$ cat config.mk
export PLATFORM = sky130hd
export DESIGN_NAME = disp_pwr_seq
export DESIGN_NICKNAME = d
export VERILOG_FILES = /design/src/rtl/disp_seq_pkg.sv /design/src/rtl/disp_seq_timer.sv /design/src/rtl/disp_seq_steps.sv /design/src/rtl/disp_seq_wport.sv /design/src/rtl/disp_pwr_seq.sv
export SDC_FILE = /design/constraint.sdc
export NUM_CORES = 1
export LEC_CHECK = 0
export BUFFER_PORTS_ARGS = -buffer_cell sky130_fd_sc_hd__buf_2
export CORE_ASPECT_RATIO = 1.1
export CORE_MARGIN = 4
export CORE_UTILIZATION = 52
export DETAILED_ROUTE_END_ITERATION = 12
export PLACE_DENSITY = 0.88
export SYNTH_ARGS = -nofsm -noshare
export SYNTH_HDL_FRONTEND = slang
export SYNTH_SLANG_ARGS = --single-unit
$ cat constraint.sdc
create_clock -name clk -period 6.3 [get_ports clk]
set_input_delay 0.63 -clock clk [delete_from_list [all_inputs] [get_ports clk]]
set_output_delay 0.63 -clock clk [all_outputs]
set_load 0.005 [all_outputs]
$ cat src/rtl/disp_seq_pkg.sv
package disp_seq_pkg;

  localparam int unsigned REG_AW = 8;
  localparam int unsigned REG_DW = 8;

  typedef enum logic [3:0] {
    S_OFF      = 4'd0,
    S_RST_HOLD = 4'd1,
    S_SUP_WAIT = 4'd2,
    S_RST_WAIT = 4'd3,
    S_INIT     = 4'd4,
    S_READY    = 4'd5,
    S_EN_WR    = 4'd6,
    S_RUN      = 4'd7,
    S_DIS_WR   = 4'd8
  } seq_state_t;

  typedef enum logic [1:0] {
    CMD_PREPARE   = 2'd0,
    CMD_ENABLE    = 2'd1,
    CMD_DISABLE   = 2'd2,
    CMD_UNPREPARE = 2'd3
  } seq_cmd_t;

  localparam logic [REG_AW-1:0] A_GRESET = 8'h04;
  localparam logic [REG_AW-1:0] A_VREG   = 8'h03;
  localparam logic [REG_AW-1:0] A_VAMP   = 8'h01;
  localparam logic [REG_AW-1:0] A_VHIGH  = 8'h02;
  localparam logic [REG_AW-1:0] A_GAMMA0 = 8'h10;
  localparam logic [REG_AW-1:0] A_POL    = 8'h0A;
  localparam logic [REG_AW-1:0] A_IFCTL  = 8'h0B;
  localparam logic [REG_AW-1:0] A_ENTRY  = 8'h06;
  localparam logic [REG_AW-1:0] A_PWRCTL = 8'h07;

  localparam logic [REG_DW-1:0] D_GRESET = 8'h00;
  localparam logic [REG_DW-1:0] D_RUN    = 8'hEF;
  localparam logic [REG_DW-1:0] D_STBY   = 8'hEE;
  localparam logic [REG_DW-1:0] D_KEEP   = 8'hFF;

endpackage

$ cat src/rtl/disp_seq_timer.sv
module disp_seq_timer #(
  parameter int unsigned CW = 8
) (
  input  logic          clk,
  input  logic          rst_n,
  input  logic          load,
  input  logic [CW-1:0] load_val,
  output logic          zero
);

  logic [CW-1:0] cnt_q;
  logic [CW-1:0] cnt_d;
  logic          cnt_en;

  assign zero   = (cnt_q == '0);
  assign cnt_en = load | ~zero;

  always_comb begin
    if (load) cnt_d = load_val;
    else      cnt_d = cnt_q - CW'(1);
  end

  always_ff @(posedge clk or negedge rst_n) begin
    if (!rst_n)      cnt_q <= '0;
    else if (cnt_en) cnt_q <= cnt_d;
  end

endmodule

$ cat src/rtl/disp_seq_steps.sv
module disp_seq_steps
  import disp_seq_pkg::*;
#(
  parameter int unsigned N_GAMMA = 8,
  parameter int unsigned SW      = 4
) (
  input  logic [SW-1:0]           step,
  input  logic [REG_DW-1:0]       cfg_vreg,
  input  logic [REG_DW-1:0]       cfg_vamp,
  input  logic [REG_DW-1:0]       cfg_vhigh,
  input  logic [REG_DW*N_GAMMA-1:0] cfg_gamma,
  input  logic [REG_DW-1:0]       cfg_pol,
  input  logic [REG_DW-1:0]       cfg_ifctl,
  input  logic [REG_DW-1:0]       cfg_entry,
  output logic [REG_AW-1:0]       addr,
  output logic [REG_DW-1:0]       data,
  output logic                    skip
);

  localparam int unsigned GBASE = 4;
  localparam int unsigned TAIL  = GBASE + N_GAMMA;

  logic [REG_DW-1:0] gbyte [N_GAMMA];
  logic [N_GAMMA-1:0] ghit;

  for (genvar gi = 0; gi < N_GAMMA; gi++) begin : g_gamma
    assign gbyte[gi] = cfg_gamma[REG_DW*gi +: REG_DW];
    assign ghit[gi]  = (step == SW'(GBASE + gi));
  end

  always_comb begin
    addr = A_GRESET;
    data = D_GRESET;
    skip = 1'b0;
    if (step == SW'(1)) begin
      addr = A_VREG;  data = cfg_vreg;  skip = (cfg_vreg == D_KEEP);
    end else if (step == SW'(2)) begin
      addr = A_VAMP;  data = cfg_vamp;  skip = (cfg_vamp == D_KEEP);
    end else if (step == SW'(3)) begin
      addr = A_VHIGH; data = cfg_vhigh; skip = (cfg_vhigh == D_KEEP);
    end else if (step == SW'(TAIL)) begin
      addr = A_POL;   data = cfg_pol;
    end else if (step == SW'(TAIL + 1)) begin
      addr = A_IFCTL; data = cfg_ifctl;
    end else if (step == SW'(TAIL + 2)) begin
      addr = A_ENTRY; data = cfg_entry;
    end
    for (int i = 0; i < int'(N_GAMMA); i++) begin
      if (ghit[i]) begin
        addr = A_GAMMA0 + REG_AW'(i);
        data = gbyte[i];
      end
    end
  end

endmodule

$ cat src/rtl/disp_seq_wport.sv
module disp_seq_wport
  import disp_seq_pkg::*;
(
  input  logic              clk,
  input  logic              rst_n,
  input  logic              issue,
  input  logic [REG_AW-1:0] addr_i,
  input  logic [REG_DW-1:0] data_i,
  input  logic              wr_done,
  input  logic              wr_err,
  output logic              wr_req,
  output logic [REG_AW-1:0] wr_addr,
  output logic [REG_DW-1:0] wr_data,
  output logic              fin,
  output logic              fin_err
);

  logic req_d;

  assign fin     = wr_req & wr_done;
  assign fin_err = fin & wr_err;

  always_comb begin
    req_d = wr_req;
    if (issue)    req_d = 1'b1;
    else if (fin) req_d = 1'b0;
  end

  always_ff @(posedge clk or negedge rst_n) begin
    if (!rst_n) wr_req <= 1'b0;
    else        wr_req <= req_d;
  end

  always_ff @(posedge clk or negedge rst_n) begin
    if (!rst_n) begin
      wr_addr <= '0;
      wr_data <= '0;
    end else if (issue) begin
      wr_addr <= addr_i;
      wr_data <= data_i;
    end
  end

endmodule

$ cat src/rtl/disp_pwr_seq.sv
module disp_pwr_seq
  import disp_seq_pkg::*;
#(
  parameter int unsigned SUP_WAIT_CYC = 2500000,
  parameter int unsigned RST_WAIT_CYC = 1250000,
  parameter int unsigned N_GAMMA      = 8
) (
  input  logic                      clk,
  input  logic                      rst_n,
  input  logic                      cmd_valid,
  input  logic [1:0]                cmd_op,
  input  logic [REG_DW-1:0]         cfg_vreg,
  input  logic [REG_DW-1:0]         cfg_vamp,
  input  logic [REG_DW-1:0]         cfg_vhigh,
  input  logic [REG_DW*N_GAMMA-1:0] cfg_gamma,
  input  logic [REG_DW-1:0]         cfg_pol,
  input  logic [REG_DW-1:0]         cfg_ifctl,
  input  logic [REG_DW-1:0]         cfg_entry,
  output logic                      panel_rst,
  output logic                      pwr_en,
  output logic                      wr_req,
  output logic [REG_AW-1:0]         wr_addr,
  output logic [REG_DW-1:0]         wr_data,
  input  logic                      wr_done,
  input  logic                      wr_err,
  output logic                      err_flag,
  output logic                      bad_cmd
);

  localparam int unsigned N_STEPS = 4 + N_GAMMA + 3;
  localparam int unsigned SW      = $clog2(N_STEPS);
  localparam int unsigned MAXD    = (SUP_WAIT_CYC > RST_WAIT_CYC) ? SUP_WAIT_CYC : RST_WAIT_CYC;
  localparam int unsigned CW      = $clog2(MAXD + 1);
  localparam logic [SW-1:0] LAST  = SW'(N_STEPS - 1);

  seq_state_t state_q, state_d;
  logic [SW-1:0] step_q;
  logic          step_clr, step_inc;
  logic          rst_set, rst_clr, pwr_set, pwr_clr;
  logic          err_set, err_clr, bad_set, cmd_taken;
  logic          tmr_load, tmr_zero;
  logic [CW-1:0] tmr_val;
  logic          issue, fin, fin_err;
  logic [REG_AW-1:0] iss_addr, st_addr;
  logic [REG_DW-1:0] iss_data, st_data;
  logic          st_skip;
  logic          is_last;

  disp_seq_timer #(.CW(CW)) u_tmr (
    .clk      (clk),
    .rst_n    (rst_n),
    .load     (tmr_load),
    .load_val (tmr_val),
    .zero     (tmr_zero)
  );

  disp_seq_steps #(.N_GAMMA(N_GAMMA), .SW(SW)) u_steps (
    .step      (step_q),
    .cfg_vreg  (cfg_vreg),
    .cfg_vamp  (cfg_vamp),
    .cfg_vhigh (cfg_vhigh),
    .cfg_gamma (cfg_gamma),
    .cfg_pol   (cfg_pol),
    .cfg_ifctl (cfg_ifctl),
    .cfg_entry (cfg_entry),
    .addr      (st_addr),
    .data      (st_data),
    .skip      (st_skip)
  );

  disp_seq_wport u_wport (
    .clk     (clk),
    .rst_n   (rst_n),
    .issue   (issue),
    .addr_i  (iss_addr),
    .data_i  (iss_data),
    .wr_done (wr_done),
    .wr_err  (wr_err),
    .wr_req  (wr_req),
    .wr_addr (wr_addr),
    .wr_data (wr_data),
    .fin     (fin),
    .fin_err (fin_err)
  );

  assign is_last = (step_q == LAST);

  always_comb begin
    state_d   = state_q;
    step_clr  = 1'b0;
    step_inc  = 1'b0;
    rst_set   = 1'b0;
    rst_clr   = 1'b0;
    pwr_set   = 1'b0;
    pwr_clr   = 1'b0;
    err_set   = 1'b0;
    err_clr   = 1'b0;
    cmd_taken = 1'b0;
    tmr_load  = 1'b0;
    tmr_val   = CW'(SUP_WAIT_CYC - 1);
    issue     = 1'b0;
    iss_addr  = st_addr;
    iss_data  = st_data;

    unique case (state_q)
      S_OFF: begin
        if (cmd_valid && cmd_op == CMD_PREPARE) begin
          cmd_taken = 1'b1;
          rst_set   = 1'b1;
          err_clr   = 1'b1;
          state_d   = S_RST_HOLD;
        end
      end
      S_RST_HOLD: begin
        pwr_set  = 1'b1;
        tmr_load = 1'b1;
        tmr_val  = CW'(SUP_WAIT_CYC - 1);
        state_d  = S_SUP_WAIT;
      end
      S_SUP_WAIT: begin
        if (tmr_zero) begin
          rst_clr  = 1'b1;
          tmr_load = 1'b1;
          tmr_val  = CW'(RST_WAIT_CYC - 1);
          state_d  = S_RST_WAIT;
        end
      end
      S_RST_WAIT: begin
        if (tmr_zero) begin
          step_clr = 1'b1;
          state_d  = S_INIT;
        end
      end
      S_INIT: begin
        if (!wr_req) begin
          if (st_skip) begin
            if (is_last) state_d = S_READY;
            else         step_inc = 1'b1;
          end else begin
            issue = 1'b1;
          end
        end else if (fin) begin
          if (fin_err) begin
            pwr_clr = 1'b1;
            err_set = 1'b1;
            state_d = S_OFF;
          end else if (is_last) begin
            state_d = S_READY;
          end else begin
            step_inc = 1'b1;
          end
        end
      end
      S_READY: begin
        if (cmd_valid && cmd_op == CMD_ENABLE) begin
          cmd_taken = 1'b1;
          issue     = 1'b1;
          iss_addr  = A_PWRCTL;
          iss_data  = D_RUN;
          state_d   = S_EN_WR;
        end else if (cmd_valid && cmd_op == CMD_UNPREPARE) begin
          cmd_taken = 1'b1;
          pwr_clr   = 1'b1;
          state_d   = S_OFF;
        end
      end
      S_EN_WR: begin
        if (fin) begin
          if (fin_err) begin
            err_set = 1'b1;
            state_d = S_READY;
          end else begin
            state_d = S_RUN;
          end
        end
      end
      S_RUN: begin
        if (cmd_valid && cmd_op == CMD_DISABLE) begin
          cmd_taken = 1'b1;
          issue     = 1'b1;
          iss_addr  = A_PWRCTL;
          iss_data  = D_STBY;
          state_d   = S_DIS_WR;
        end else if (cmd_valid && cmd_op == CMD_UNPREPARE) begin
          cmd_taken = 1'b1;
          pwr_clr   = 1'b1;
          state_d   = S_OFF;
        end
      end
      S_DIS_WR: begin
        if (fin) begin
          if (fin_err) begin
            err_set = 1'b1;
            state_d = S_RUN;
          end else begin
            state_d = S_READY;
          end
        end
      end
      default: state_d = S_OFF;
    endcase

    bad_set = cmd_valid & ~cmd_taken;
  end

  always_ff @(posedge clk or negedge rst_n) begin
    if (!rst_n) state_q <= S_OFF;
    else        state_q <= state_d;
  end

  always_ff @(posedge clk or negedge rst_n) begin
    if (!rst_n)                   step_q <= '0;
    else if (step_clr | step_inc) step_q <= step_clr ? '0 : step_q + SW'(1);
  end

  always_ff @(posedge clk or negedge rst_n) begin
    if (!rst_n)                 panel_rst <= 1'b1;
    else if (rst_set | rst_clr) panel_rst <= rst_set;
  end

  always_ff @(posedge clk or negedge rst_n) begin
    if (!rst_n)                 pwr_en <= 1'b0;
    else if (pwr_set | pwr_clr) pwr_en <= pwr_set;
  end

  always_ff @(posedge clk or negedge rst_n) begin
    if (!rst_n)                 err_flag <= 1'b0;
    else if (err_set | err_clr) err_flag <= err_set;
  end

  always_ff @(posedge clk or negedge rst_n) begin
    if (!rst_n)       bad_cmd <= 1'b0;
    else if (bad_set) bad_cmd <= 1'b1;
  end

endmodule

### After elaboration in Yosys (flattened, before gate mapping)

Index checks and enable logic that the tools add are counted.

* add/sub/neg operators: 2
* equality and inequality tests: 35
* mux-type cells: 88
* bitwise logic cells: 10
* reduce and logical (&&, ||, !) cells: 10

Operator list (count)
* 8-bit 2-to-1 mux: 31
* 22-bit 2-to-1 mux: 3
* 4-bit 2-to-1 mux: 14
* 4-bit one-hot mux with 9 select lines: 1
* 4-bit by 3-bit == test with 1-bit output (second input constant): 8
* 4-bit == test (second input constant): 8
* 8-bit one-hot mux with 2 select lines: 2
* 1-bit 2-to-1 mux: 29
* 8-bit == test (second input constant): 3
* 22-bit zero test: 1
* 22-bit by 1-bit subtractor with 22-bit output (second input constant): 1
* 4-bit by 2-bit == test with 1-bit output (second input constant): 4
* 1-bit one-hot mux with 3 select lines: 3
* 4-bit by 1-bit == test with 1-bit output (second input constant): 2
* 2-bit by 1-bit inequality test with 1-bit output (second input constant): 4
* 7-bit AND reduction: 1
* 2-bit 2-to-1 mux: 3
* 1-bit OR: 5
* 4-bit by 1-bit adder with 4-bit output (second input constant): 1
* 2-bit == test (second input constant): 2
* 1-bit logical AND: 4
* 4-bit zero test: 1
* 1-bit one-hot mux with 2 select lines: 2
* 1-bit bitwise AND: 3
* other kinds (8): 9

* flip-flop bits (word level): 51
* bits of input ports: 119
* output and inout port bits: 21
* word-level logic and storage cells: 155

### Depth between registers and ports, before layout

* word-level depth: 17
* depth in mapped cells: 11
* gate-level depth less buffers: 8

### By module

Synthesis repeated with hierarchy kept, for this count alone.

* cell total of the unflattened synthesis: 555
* area total of the unflattened synthesis: 4588.2 µm²

Modules (own cells, without submodules)
* disp_seq_steps: instances 1, cells an instance 249, area an instance 1579.0 µm², seq. area each 0.0 µm²
* disp_seq_timer: instances 1, cells an instance 138, area an instance 1246.2 µm², seq. area each 550.5 µm²
* disp_pwr_seq: instances 1, cells an instance 129, area an instance 1067.3 µm², seq. area each 301.5 µm²
* disp_seq_wport: instances 1, cells an instance 39, area an instance 695.7 µm², seq. area each 425.4 µm²

### Least setup slack after synthesis

Ideal clock, no wire load.

* path type: reg-to-reg
* from: reg u_tmr.cnt_q[0]
* to: reg u_tmr.cnt_q[13]
* arrival: 2.748 ns
* path slack: 3.417 ns
* cell stages (with the launch flop): 12
* clock period less this slack: 2.883 ns
* cell sequence: dfrtp_1 > inv_1 > ha_1 > or4b_4 > or3b_1 > buf_2 > or3_1 > buf_2 > or3_1 > buf_6 > a21oi_2 > o22ai_1

* word-level cells in the longest chain between the ends: 4
* elaborated cells between the ends (all ways): 9
* those cells by class: add/sub: 1; mux: 5; bitwise: 2; reduce/logical: 1

RTL lines
* from (decl): line disp_seq_timer.sv:11 `logic [CW-1:0] cnt_q;`
* from (signal assigned): line disp_seq_timer.sv:25 `else if (cnt_en) cnt_q <= cnt_d;`
* parallel branches: the longest is 4 deep, another holds 22-bit by 1-bit subtractor with 22-bit output

Several ways; the timed one is not identified.
A chain may end at the register's enable or synchronous reset.

### Worst setup path after layout

* from: reg step_q[1]
* to: reg step_q[3]

* word-level cells in the longest chain between the ends: 8
* elaborated cells between the ends (all ways): 16
* those cells by class: add/sub: 1; eq/ne: 4; mux: 10; bitwise: 1

RTL lines
* from (decl): line disp_pwr_seq.sv:37 `logic [SW-1:0] step_q;`
* from (signal assigned): line disp_pwr_seq.sv:213 `else if (step_clr | step_inc) step_q <= step_clr ? '0 : step_q + SW'(1);`
* 4-bit by 2-bit == test with 1-bit output: line disp_seq_steps.sv:39 `end else if (step == SW'(3)) begin`
* 1-bit 2-to-1 mux: line disp_seq_steps.sv:39
* 1-bit 2-to-1 mux: line disp_seq_steps.sv:37 `end else if (step == SW'(2)) begin`
* 1-bit 2-to-1 mux: line disp_seq_steps.sv:35 `if (step == SW'(1)) begin`
* 1-bit 2-to-1 mux: line disp_pwr_seq.sv:136 `if (st_skip) begin`
* 1-bit 2-to-1 mux: line disp_pwr_seq.sv:135 `if (!wr_req) begin`
* 1-bit 2-to-1 mux: line disp_pwr_seq.sv:105 `unique case (state_q)`
* 1-bit OR: line disp_pwr_seq.sv:213

Parallel ways exist; a longest one is shown, timed or not.

==> results.ini <==
[run_status]
status=finished, final reports clean

[place]
dp_cells=764
dp_hpwl_um=11400
gp_congestion=0.994
pre_cts_ws_ps=3210
place_area_sq_um=4900
io_buffers=136

[routing]
via_per_inst=6.53
drtAntennaViolNets=0
vias=5038
drt_iter0_markers=352
wl_per_cell_um=19.8
drcViolationCount=0
routed_wl_um=15300
dr.pass1.iters=5

[cells_and_area]
final_cell_mix=buf_2, nand2_1, o21ai_0, dfrtp_1, a21oi_1
antenna_cells=0
finalNonFillerCells=772
area_delta_synth_final_pct=19.0
layout_commonest_cell=buf_2
nets=787
fin_util_pct=63.6
drive_gt1_share_pct=25.9
n_fill_cell=707
final_cell_area_sq_um=5030

[clocking]
numCtsBuffers=5
clk_pin_slew_ps=110
cts_tree=yes
cts_sinks=48
cts_buffer_depth=2
clockRootBuffer=clkbuf_8
cts_resized=0
clkLatencyLatePin_ps=320
cts_max_level=2
ctsHoldBuffers=0
post-cts-setup-buffers=0

[synthesis]
synth_cell_types=73
ys_seq_area_share_pct=28.4
syn_area_per_cell_sq_um=7.51
ys_ff_latch=48
netlist_area_sq_um=4230
synth_edf_count=0
ys.flop_type=dfrtp_1
synthArstFlopShare_pct=100
synth_warnings=0
syn-instance-count=563

[power_and_ir_drop]
total_power_mw=2.02
p_leak_nw=2.12
power_density_nw_per_um2=400
vdd_drop_max_mv=0.158

[sta]
final_hold_viol_count=0
relSlewSlack_pct=27.9
skew_ps=24.0
period_share_pct=50.0
post-route-min-period_ps=3150
whs_ps=502
worst_slack_ps=3150
report.final.slew_viol_count=0
setup_viol=0
max_freq_ghz=0.318
setup_tns_ps=0
worstMarginPinSlew_ps=1080
rsz0062_at_grt=false

[floorplanning]
die_x_um=94.0
io_pins=140
initial_utilization_pct=53.5
fp.dieArea_sq_um=9640
die_h_um=103
core_area_sq_um=7910
num_rows=34

[global_routing]
grt_pass1_vias=4904
grtUsageMet3_pct=4.96
grt_use_met2_pct=54.8
grt_busiest_layer=met2
antenna_found_initial=0
grt_overflow=0
grt_pass1_wl_um=23900
use_met1_pct=37.9
grt_use_total_pct=31.2
grt_start_max_net_pins=49

[worst_hold_path]
hp-class=in -> async

[worst_setup_path]
cp_max_fo=40
worstPathRequired_ps=6520
cp_num_buf_inv=2
path_cells=inv_1 > ha_1 > buf_4 > or4b_2 > nor4_1 > nor2_1 > a21o_1 > nor4_1 > mux2i_1
slowest_delay_ps=760
cpLargestDelayFamily=simple AND/OR/NAND/NOR gates
start_kind=flop
slowest_stage=or4b_2
crit_type=reg -> reg
worstPathArrival_ps=3370
crit_path_end_kind=flop
critPathMostFrequentCell=nor4_1

[job]
cap_violations=0

-- per-layer routing --
layer	share of wire [%]	wire length (um)	up-vias
met2	49	7520	358
met3	9.5	1450	49
met1	37	5660	2330
li1	-	-	2301
met5	0	0	-
met4	4.1	631	0
-- worst reg2reg max path: stages (launching register included) --
cell and delay [ps]:
dfrtp_1 410, inv_1 100, ha_1 190, buf_4 250, or4b_2 770, nor4_1 490
nor2_1 110, a21o_1 230, nor4_1 290, mux2i_1 220
-- flip-flops by register name (all words and copies together) (netlist names) --
name and cells:
step_q 4, pwr_en 1, u_wport.wr_addr 5, bad_cmd 1, err_flag 1, u_wport.wr_data 8
state_q 4, panel_rst 1, u_tmr.cnt_q 22, u_wport.wr_req 1
-- kinds of logic after synthesis --
kind of cell               after synthesis  share of synthesized area (%)
and+or+nand+nor                        218                           27.4
AOI/OAI and AO/OA                      196                           30.3
buffers and inverters                   70                           6.74
DFF                                     48                           28.4
xor gates and xnor gates                15                           3.11
muxes                                   10                           2.45
adders and majority gates                5                           1.48
other                                    1                         0.0886
-- power by group --
group | leakage, nW | switching, mW | total, mW | internal [mW]
clock network | 0.0687 | 0.114 | 0.274 | 0.160
logic | 1.49 | 0.711 | 1.16 | 0.453
registers | 0.559 | 0.144 | 0.577 | 0.433
-- area by class of cell --
cell class | count | area [sq um] | area share [%]
flip-flops and latches | 48 | 1200 | 23.9
clock inverters | 3 | 68.8 | 1.37
well taps | 108 | 135 | 2.68
repair buffers | 144 | 741 | 14.7
inverters | 17 | 63.8 | 1.27
clock buffers | 5 | 68.8 | 1.37
multi-input cells | 447 | 2760 | 54.7
-- final timing paths --
| kind | start | depth (start not counted) | endpoint | slack (ps) |
|---|---|---|---|---|
| worst min-delay path | rst_n | 1 | step_q[1] | 500 |
| min in group clk | bad_cmd | 1 | bad_cmd | 500 |
| worst min register to register | bad_cmd | 1 | bad_cmd | 500 |
| max in group asynchronous | rst_n | 1 | u_tmr.cnt_q[9] | 5140 |
| worst max register to register | step_q[1] | 9 | step_q[3] | 3150 |
| worst max-delay path | step_q[1] | 9 | step_q[3] | 3150 |
-- cells in the mapped netlist (4+ instances only) --
| cell | count | area (sq um) |
|---|---|---|
| nand2_1 | 52 | 195 |
| dfrtp_1 | 47 | 1180 |
| o21ai_0 | 47 | 235 |
| a21oi_1 | 46 | 230 |
| clkbuf_1 | 42 | 158 |
| nor2_1 | 39 | 146 |
| inv_1 | 17 | 63.8 |
| nand2b_1 | 17 | 106 |
| nand3_1 | 17 | 85.1 |
| nor3_1 | 17 | 85.1 |
| a31oi_1 | 16 | 100 |
| nor4_1 | 12 | 75.1 |
| nor2b_1 | 11 | 68.8 |
| xnor2_1 | 10 | 87.6 |
| a21o_1 | 8 | 60.1 |
| nand4_1 | 8 | 50.1 |
| o221ai_1 | 8 | 70.1 |
| mux2i_1 | 7 | 70.1 |
| o22ai_1 | 7 | 43.8 |
| or3_1 | 7 | 43.8 |
| a221oi_1 | 6 | 52.6 |
| ha_1 | 5 | 62.6 |
| o211ai_1 | 5 | 37.5 |
| or4_1 | 5 | 37.5 |
| xor2_1 | 5 | 43.8 |
| a211oi_1 | 4 | 30.0 |
| a221o_1 | 4 | 40.0 |
| a32oi_1 | 4 | 35.0 |
| and3_1 | 4 | 25.0 |
| buf_1 | 4 | 15.0 |
| nor3b_1 | 4 | 30.0 |
| o21a_1 | 4 | 30.0 |
| o31ai_1 | 4 | 30.0 |
| o32ai_1 | 4 | 35.0 |
Power figures use the tool's default switching activity.
